**src/rtl/ts_timer_pkg.sv**
```systemverilog
package ts_timer_pkg;

  // Strobes from the control half to the datapath half, one cycle each.
  typedef struct packed {
    logic clearCnt;    // load zero into the counter
    logic stepCnt;     // add one to the counter
    logic latchStamp;  // copy the counter into the timestamp
    logic newValue;    // counter takes a fresh value at this edge
  } tsStrobe_t;

endpackage

```
**src/rtl/ts_timer_ctrl.sv**
```systemverilog
module ts_timer_ctrl
  import ts_timer_pkg::*;
(
  input  logic      clk,
  input  logic      rstN,
  input  logic      ctrlEnable,
  input  logic      bitTick,
  input  logic      sofPulse,
  input  logic      eofPulse,
  input  logic      captureAtEnd,
  input  logic      freezeEnable,
  input  logic      clearCmd,
  input  logic      cntAtMax,
  output tsStrobe_t strobe,
  output logic      overflowFlag
);

  logic overflowQ;
  logic tickOk;
  logic freezeNow;
  logic stepNow;
  logic frameEvent;

  // A set overflow flag doubles as the frozen state.
  assign tickOk     = ctrlEnable & bitTick & ~overflowQ & ~clearCmd;
  assign freezeNow  = tickOk & cntAtMax & freezeEnable;
  assign stepNow    = tickOk & ~(cntAtMax & freezeEnable);
  assign frameEvent = captureAtEnd ? eofPulse : sofPulse;

  always_comb begin
    strobe            = '0;
    strobe.clearCnt   = clearCmd;
    strobe.stepCnt    = stepNow;
    strobe.latchStamp = frameEvent;
    strobe.newValue   = clearCmd | stepNow;
  end

  always_ff @(posedge clk or negedge rstN) begin
    if (!rstN) begin
      overflowQ <= 1'b0;
    end else if (clearCmd) begin
      overflowQ <= 1'b0;
    end else if (freezeNow) begin
      overflowQ <= 1'b1;
    end
  end

  assign overflowFlag = overflowQ;

endmodule

```
**src/rtl/ts_mark_slot.sv**
```systemverilog
module ts_mark_slot #(
  parameter int CNT_W = 16
) (
  input  logic             clk,
  input  logic             rstN,
  input  logic             wrHere,
  input  logic [CNT_W-1:0] wrData,
  input  logic             ttModeEnable,
  input  logic             newValue,
  input  logic [CNT_W-1:0] nextCount,
  output logic [CNT_W-1:0] markVal,
  output logic             hitPulse
);

  logic [CNT_W-1:0] markQ;
  logic             hitQ;

  always_ff @(posedge clk or negedge rstN) begin
    if (!rstN) begin
      markQ <= '0;
      hitQ  <= 1'b0;
    end else begin
      // Compare against the value the counter is about to show.
      hitQ <= ttModeEnable & newValue & (nextCount == markQ);
      if (wrHere) markQ <= wrData;
    end
  end

  assign markVal  = markQ;
  assign hitPulse = hitQ;

endmodule

```
**src/rtl/ts_timer_datapath.sv**
```systemverilog
module ts_timer_datapath
  import ts_timer_pkg::*;
#(
  parameter  int CNT_W     = 16,
  parameter  int NUM_MARKS = 8,
  localparam int IDX_W     = (NUM_MARKS > 1) ? $clog2(NUM_MARKS) : 1,
  localparam int ADDR_W    = $clog2(NUM_MARKS + 3)
) (
  input  logic                 clk,
  input  logic                 rstN,
  input  tsStrobe_t            strobe,
  input  logic                 ttModeEnable,
  input  logic                 overflowFlag,
  input  logic                 wrEn,
  input  logic [IDX_W-1:0]     wrIdx,
  input  logic [CNT_W-1:0]     wrData,
  input  logic [ADDR_W-1:0]    rdAddr,
  output logic [CNT_W-1:0]     rdData,
  output logic [CNT_W-1:0]     countOut,
  output logic [CNT_W-1:0]     stampOut,
  output logic                 cntAtMax,
  output logic [NUM_MARKS-1:0] markHit
);

  localparam int CNT_ADDR  = NUM_MARKS;
  localparam int STMP_ADDR = NUM_MARKS + 1;
  localparam int STAT_ADDR = NUM_MARKS + 2;

  logic [CNT_W-1:0] countQ;
  logic [CNT_W-1:0] stampQ;
  logic [CNT_W-1:0] nextCount;
  logic [CNT_W-1:0] markVals [NUM_MARKS];

  always_comb begin
    if (strobe.clearCnt)     nextCount = '0;
    else if (strobe.stepCnt) nextCount = countQ + CNT_W'(1);
    else                     nextCount = countQ;
  end

  always_ff @(posedge clk or negedge rstN) begin
    if (!rstN) begin
      countQ <= '0;
      stampQ <= '0;
    end else begin
      countQ <= nextCount;
      if (strobe.latchStamp) stampQ <= countQ;
    end
  end

  for (genvar i = 0; i < NUM_MARKS; i++) begin : g_slot
    ts_mark_slot #(.CNT_W(CNT_W)) slot_i (
      .clk          (clk),
      .rstN         (rstN),
      .wrHere       (wrEn && (wrIdx == IDX_W'(i))),
      .wrData       (wrData),
      .ttModeEnable (ttModeEnable),
      .newValue     (strobe.newValue),
      .nextCount    (nextCount),
      .markVal      (markVals[i]),
      .hitPulse     (markHit[i])
    );
  end

  always_comb begin
    rdData = '0;
    if (rdAddr < ADDR_W'(NUM_MARKS)) begin
      rdData = markVals[rdAddr[IDX_W-1:0]];
    end else if (rdAddr == ADDR_W'(CNT_ADDR)) begin
      rdData = countQ;
    end else if (rdAddr == ADDR_W'(STMP_ADDR)) begin
      rdData = stampQ;
    end else if (rdAddr == ADDR_W'(STAT_ADDR)) begin
      rdData = {{(CNT_W-1){1'b0}}, overflowFlag};
    end
  end

  assign countOut = countQ;
  assign stampOut = stampQ;
  assign cntAtMax = &countQ;

endmodule

```
**src/rtl/frame_timestamp_timer.sv**
```systemverilog
module frame_timestamp_timer
  import ts_timer_pkg::*;
#(
  parameter  int CNT_W     = 16,
  parameter  int NUM_MARKS = 8,
  localparam int IDX_W     = (NUM_MARKS > 1) ? $clog2(NUM_MARKS) : 1,
  localparam int ADDR_W    = $clog2(NUM_MARKS + 3)
) (
  input  logic                 clk,
  input  logic                 rstN,
  input  logic                 ctrlEnable,
  input  logic                 bitTick,
  input  logic                 sofPulse,
  input  logic                 eofPulse,
  input  logic                 captureAtEnd,
  input  logic                 freezeEnable,
  input  logic                 ttModeEnable,
  input  logic                 clearCmd,
  input  logic                 wrEn,
  input  logic [IDX_W-1:0]     wrIdx,
  input  logic [CNT_W-1:0]     wrData,
  input  logic [ADDR_W-1:0]    rdAddr,
  output logic [CNT_W-1:0]     rdData,
  output logic [CNT_W-1:0]     timerValue,
  output logic [CNT_W-1:0]     stampValue,
  output logic                 overflowFlag,
  output logic [NUM_MARKS-1:0] markHit
);

  tsStrobe_t strobe;
  logic      cntAtMax;

  ts_timer_ctrl ctrl_i (
    .clk          (clk),
    .rstN         (rstN),
    .ctrlEnable   (ctrlEnable),
    .bitTick      (bitTick),
    .sofPulse     (sofPulse),
    .eofPulse     (eofPulse),
    .captureAtEnd (captureAtEnd),
    .freezeEnable (freezeEnable),
    .clearCmd     (clearCmd),
    .cntAtMax     (cntAtMax),
    .strobe       (strobe),
    .overflowFlag (overflowFlag)
  );

  ts_timer_datapath #(.CNT_W(CNT_W), .NUM_MARKS(NUM_MARKS)) dp_i (
    .clk          (clk),
    .rstN         (rstN),
    .strobe       (strobe),
    .ttModeEnable (ttModeEnable),
    .overflowFlag (overflowFlag),
    .wrEn         (wrEn),
    .wrIdx        (wrIdx),
    .wrData       (wrData),
    .rdAddr       (rdAddr),
    .rdData       (rdData),
    .countOut     (timerValue),
    .stampOut     (stampValue),
    .cntAtMax     (cntAtMax),
    .markHit      (markHit)
  );

endmodule

```
**config.mk**
```make
export PLATFORM = sky130hd
export DESIGN_NAME = frame_timestamp_timer
export DESIGN_NICKNAME = d
export VERILOG_FILES = /design/src/rtl/ts_timer_pkg.sv /design/src/rtl/ts_timer_ctrl.sv /design/src/rtl/ts_mark_slot.sv /design/src/rtl/ts_timer_datapath.sv /design/src/rtl/frame_timestamp_timer.sv
export SDC_FILE = /design/constraint.sdc
export NUM_CORES = 1
export LEC_CHECK = 0
export BUFFER_PORTS_ARGS = -buffer_cell sky130_fd_sc_hd__buf_2
export CORE_UTILIZATION = 55
export CTS_BUF_LIST = sky130_fd_sc_hd__clkbuf_4 sky130_fd_sc_hd__clkbuf_8 sky130_fd_sc_hd__clkbuf_16
export DETAILED_ROUTE_END_ITERATION = 8
export PLACE_DENSITY_LB_ADDON = 0.2
export SYNTH_ARGS = -nofsm -noshare
export SYNTH_HDL_FRONTEND = slang
export SYNTH_SLANG_ARGS = --single-unit
```
**constraint.sdc**
```tcl
create_clock -name clk -period 2.9 [get_ports clk]
set_input_delay 0.29 -clock clk [delete_from_list [all_inputs] [get_ports clk]]
set_output_delay 0.29 -clock clk [all_outputs]
set_load 0.03 [all_outputs]
```
==> results.yml <==
status:
  status: "finished, final reports clean"
placement:
  gp_congestion: 1.043
  place_hpwl_mm: 23.64
  port-buffer-count: 90
  placed_area_sq_um: 11340
global_routing:
  antenna_found_initial: 1
  track_usage_pct: 35.79
  grt_pass1_wl_mm: 48.74
  overflow: 0
  grt_max_degree: 58
  grt_pass1_vias: 8116
timing:
  setup_viol: 0
  hold_viol_final: 0
  fin_hold_ws_ns: 0.06701
  fmax_mhz: 352.5
  slew_viol_final: 0
  rsz0062_at_grt: "yes"
  finalClockSkew_ns: 0.01226
  tns_ns: 0
  post-route-period-util_pct: 97.83
  fin_crit_ns: 2.837
  relSlewSlack_pct: 43.51
  worst_pin_slew_ns: 0.8396
floorplanning:
  design.die.area_sq_um: 18860
  core_sq_um: 17960
  num_rows: 49
  die_h_um: 137.3
  die_x_um: 137.3
  io_pins: 91
  initial_utilization_pct: 56.08
route:
  vias_per_cell: 6.718
  route.detailed.drc: 0
  first_pass_iters: 8
  drt_iter0_markers: 974
  postRouteAntennaNets: 0
  wl_mm: 32.45
  detail_route.wl_per_cell_um: 25.69
  via_count: 8485
job:
  drv_cap: 0
clock_tree:
  clkTransAtPathRegs_ns: 0.07
  cts_buffer_depth: 2
  cts_root_buffer: "clkbuf_16"
  cts_buffers: 17
  cts_tree: "yes"
  clkSinkCount: 169
  clkLatencyLatePin_ns: 0.44
  htree_levels: 4
critical_path:
  r2r_end: "dp_i.g_slot[1].slot_i.hitPulse"
  end_kind: "register"
  cp_slowest_cell: "a2111oi_0"
  timing.rr.start: "dp_i.countOut[11]"
  required_ns: 3.25
  reg2regPathDepth: 10
  r2r_slack_ns: 0.06
  arrival_ns: 3.19
  startpoint_type: "register"
  critPathMaxStageDelay_ns: 0.41
  cp_common_cell: "buf_4"
  path_cells: "nand4_2 -> buf_4 -> nor4_4 -> buf_4 -> mux2i_2 -> nand2b_1 -> nand4_1 -> a2111oi_0 -> nand3_1 -> nor4_2"
  crit_fanout: 4
  crit_start: "dp_i.countOut[11]"
  worstSetupEndpoint: "dp_i.g_slot[1].slot_i.hitPulse"
  path_class: "register to register"
pwr:
  p_per_area_nw_per_um2: 607.1
  power.leakage_uw: 0.005232
  peakVddDrop_mv: 0.4467
logic_synthesis:
  synth_edf_count: 0
  yosysWarnings: 0
  synth.distinct_cells: 69
  syn_area_sq_um: 10070
  synthesis.nets: 919
  synth-seq-cells: 169
  async_flop_share_pct: 100.0
  syn-mean-instance-area_sq_um: 11.40
  synth_seq_area_share_pct: 41.98
  syn-instance-count: 884
  synthFlopType: "dfrtp_1"
layout:
  seq_area_sq_um: 4238
  nets: 1056
  nFillCells: 1391
  fin_area_sq_um: 12080
  multi_input_area_sq_um: 5688
  antenna_cells: 0
  drive_gt1_share_pct: 43.23
  area_delta_synth_final_pct: 19.96
hold_path:
  hp-class: "primary input to register"
==> layout make-up <==
class | count | share of cell area (%)
timing repair buffer | 183 | 10.05
tap | 229 | 2.371
clock inverter | 13 | 1.129
sequential | 169 | 35.07
clock buffer | 19 | 3.748
multi-input combinational | 632 | 47.07
inverter | 18 | 0.5591
==> flip-flops by register name (all words and copies together) (netlist names) <==
signal                       count
dp_i.g_slot.slot_i.hitPulse      8
dp_i.countOut                   16
dp_i.stampOut                   16
dp_i.g_slot.slot_i.markVal     128
ctrl_i.overflowFlag              1
==> cell usage after synthesis (4+ instances only) <==
cell type | number | area [sq um]
a2111oi_0 | 8 | 70.07
nor2_1 | 24 | 90.09
xnor2_1 | 32 | 280.3
nand3_1 | 11 | 55.05
o32ai_1 | 4 | 35.03
nand4b_1 | 4 | 35.03
o21ai_0 | 49 | 245.2
clkbuf_1 | 35 | 131.4
inv_1 | 18 | 67.56
o2111ai_1 | 6 | 52.55
xor2_1 | 40 | 350.3
buf_2 | 8 | 40.04
nor4_1 | 11 | 68.82
a221oi_1 | 10 | 87.58
nand2_1 | 51 | 191.4
a211oi_1 | 6 | 45.04
o22ai_1 | 13 | 81.33
nor3_1 | 16 | 80.08
nor2b_1 | 8 | 50.05
nand4_1 | 13 | 81.33
buf_4 | 12 | 90.09
a211o_1 | 6 | 52.55
buf_1 | 10 | 37.54
or2_2 | 4 | 25.02
mux2i_1 | 19 | 190.2
a21oi_1 | 17 | 85.08
or4_1 | 7 | 52.55
mux2_2 | 141 | 1588
dfrtp_1 | 169 | 4229
a22oi_1 | 25 | 187.7
mux4_2 | 32 | 720.7
o211ai_1 | 4 | 30.03
nand2b_1 | 7 | 43.79
and4b_1 | 4 | 40.04
o221ai_1 | 9 | 78.83
==> how the worst min path moves through the flow <==
stage / start / to / slack (ns) / cells past startpoint
5_1_grt: clearCmd / ctrl_i.overflowFlag / 0.07 / 2
6_report: clearCmd / ctrl_i.overflowFlag / 0.07 / 2
3_5_place_dp: rstN / dp_i.stampOut[4] / 0.29 / 1
3_3_place_gp: rstN / dp_i.stampOut[4] / 0.29 / 1
4_1_cts: clearCmd / ctrl_i.overflowFlag / 0.05 / 2
2_1_floorplan: rstN / ctrl_i.overflowFlag / -0.006 / 0
==> layout by cell type, fill, tap and decap left out, types with 4 or more instances in the layout <==
| cell type | n |
|---|---|
| mux2i_1 | 16 |
| o2111ai_1 | 6 |
| xnor2_1 | 32 |
| or4_1 | 6 |
| inv_6 | 4 |
| nand2b_1 | 7 |
| o21ai_0 | 49 |
| mux4_2 | 32 |
| nor3_1 | 13 |
| dfrtp_2 | 7 |
| nor2_1 | 22 |
| nand4_1 | 13 |
| a211oi_2 | 5 |
| buf_2 | 89 |
| mux2_2 | 140 |
| buf_4 | 86 |
| nor4_2 | 7 |
| o221ai_1 | 9 |
| nor2b_1 | 8 |
| clkbuf_16 | 17 |
| nand4b_1 | 4 |
| xor2_1 | 39 |
| a2111oi_0 | 5 |
| a21oi_1 | 16 |
| a211o_1 | 6 |
| a221oi_1 | 10 |
| o211ai_1 | 4 |
| dfrtp_1 | 162 |
| a22oi_1 | 25 |
| inv_1 | 18 |
| nand2_1 | 51 |
| buf_12 | 4 |
| and4b_1 | 4 |
| nand3_1 | 11 |
| o22ai_1 | 13 |
| or2_2 | 4 |
| o32ai_1 | 4 |
| nor4_1 | 5 |
==> kinds of logic (layout without fill, tap and decap cells) <==
logic type      count (synthesis)  after routing  share of synthesized area (%)
buf+inv                        83            233                          3.639
compound gates                174            174                          11.87
mux                           194            194                          25.16
xor+xnor                       72             72                          6.260
simple gates                  191            191                          10.96
flops                         169            169                          41.98
fa+ha+maj                       1              1                         0.1242
==> layer usage <==
metal / track usage, % / up-vias / wire, um
met5: 0 / - / 0
li1: - / 3626 / -
met3: 8.572 / 100 / 3174
met2: 53.51 / 503 / 14500
met1: 49.90 / 4256 / 13540
met4: 14.77 / 0 / 1237
==> critical path: cells and delay by family, from the launching register on <==
family                 cells  cell delay, ns
AND/OR/NAND/NOR            6            1.22
flip-flops                 1            0.38
buffers and inverters      2            0.42
multiplexers               1            0.31
AO/OA/AOI/OAI              1            0.41
==> through the flow <==
stage	util, %	std cells	total power [uW]	setup WS, ns
after floorplan	-	884	4257	0.003470
after global placement	63.12	1229	4919	-0.1183
after detailed placement	63.12	1229	4961	-0.1728
after CTS	66.54	1262	7259	0.009179
after global routing	67.27	1263	7588	-0.03294
final	67.27	1263	7336	0.06287
==> repair_timing <==
action / CTS / global route
resized for setup: 4 / 28
cloned: 0 / 0
hold buffers: 1 / 0
buffers inserted: 0 / 1
setup endpoints to repair: 3 / 8
pin swaps: 0 / 6
endpoints found under the hold margin: 53 / 0
==> report_power, final <==
group	internal (uW)	switching, uW	total [uW]	leakage (uW)
clock network	1250	1050	2300	0.000289
registers	2750	554	3310	0.00210
logic	889	836	1730	0.00285
total	4900	2440	7340	0.00523
No activity file was read; power rests on OpenSTA's default activity.
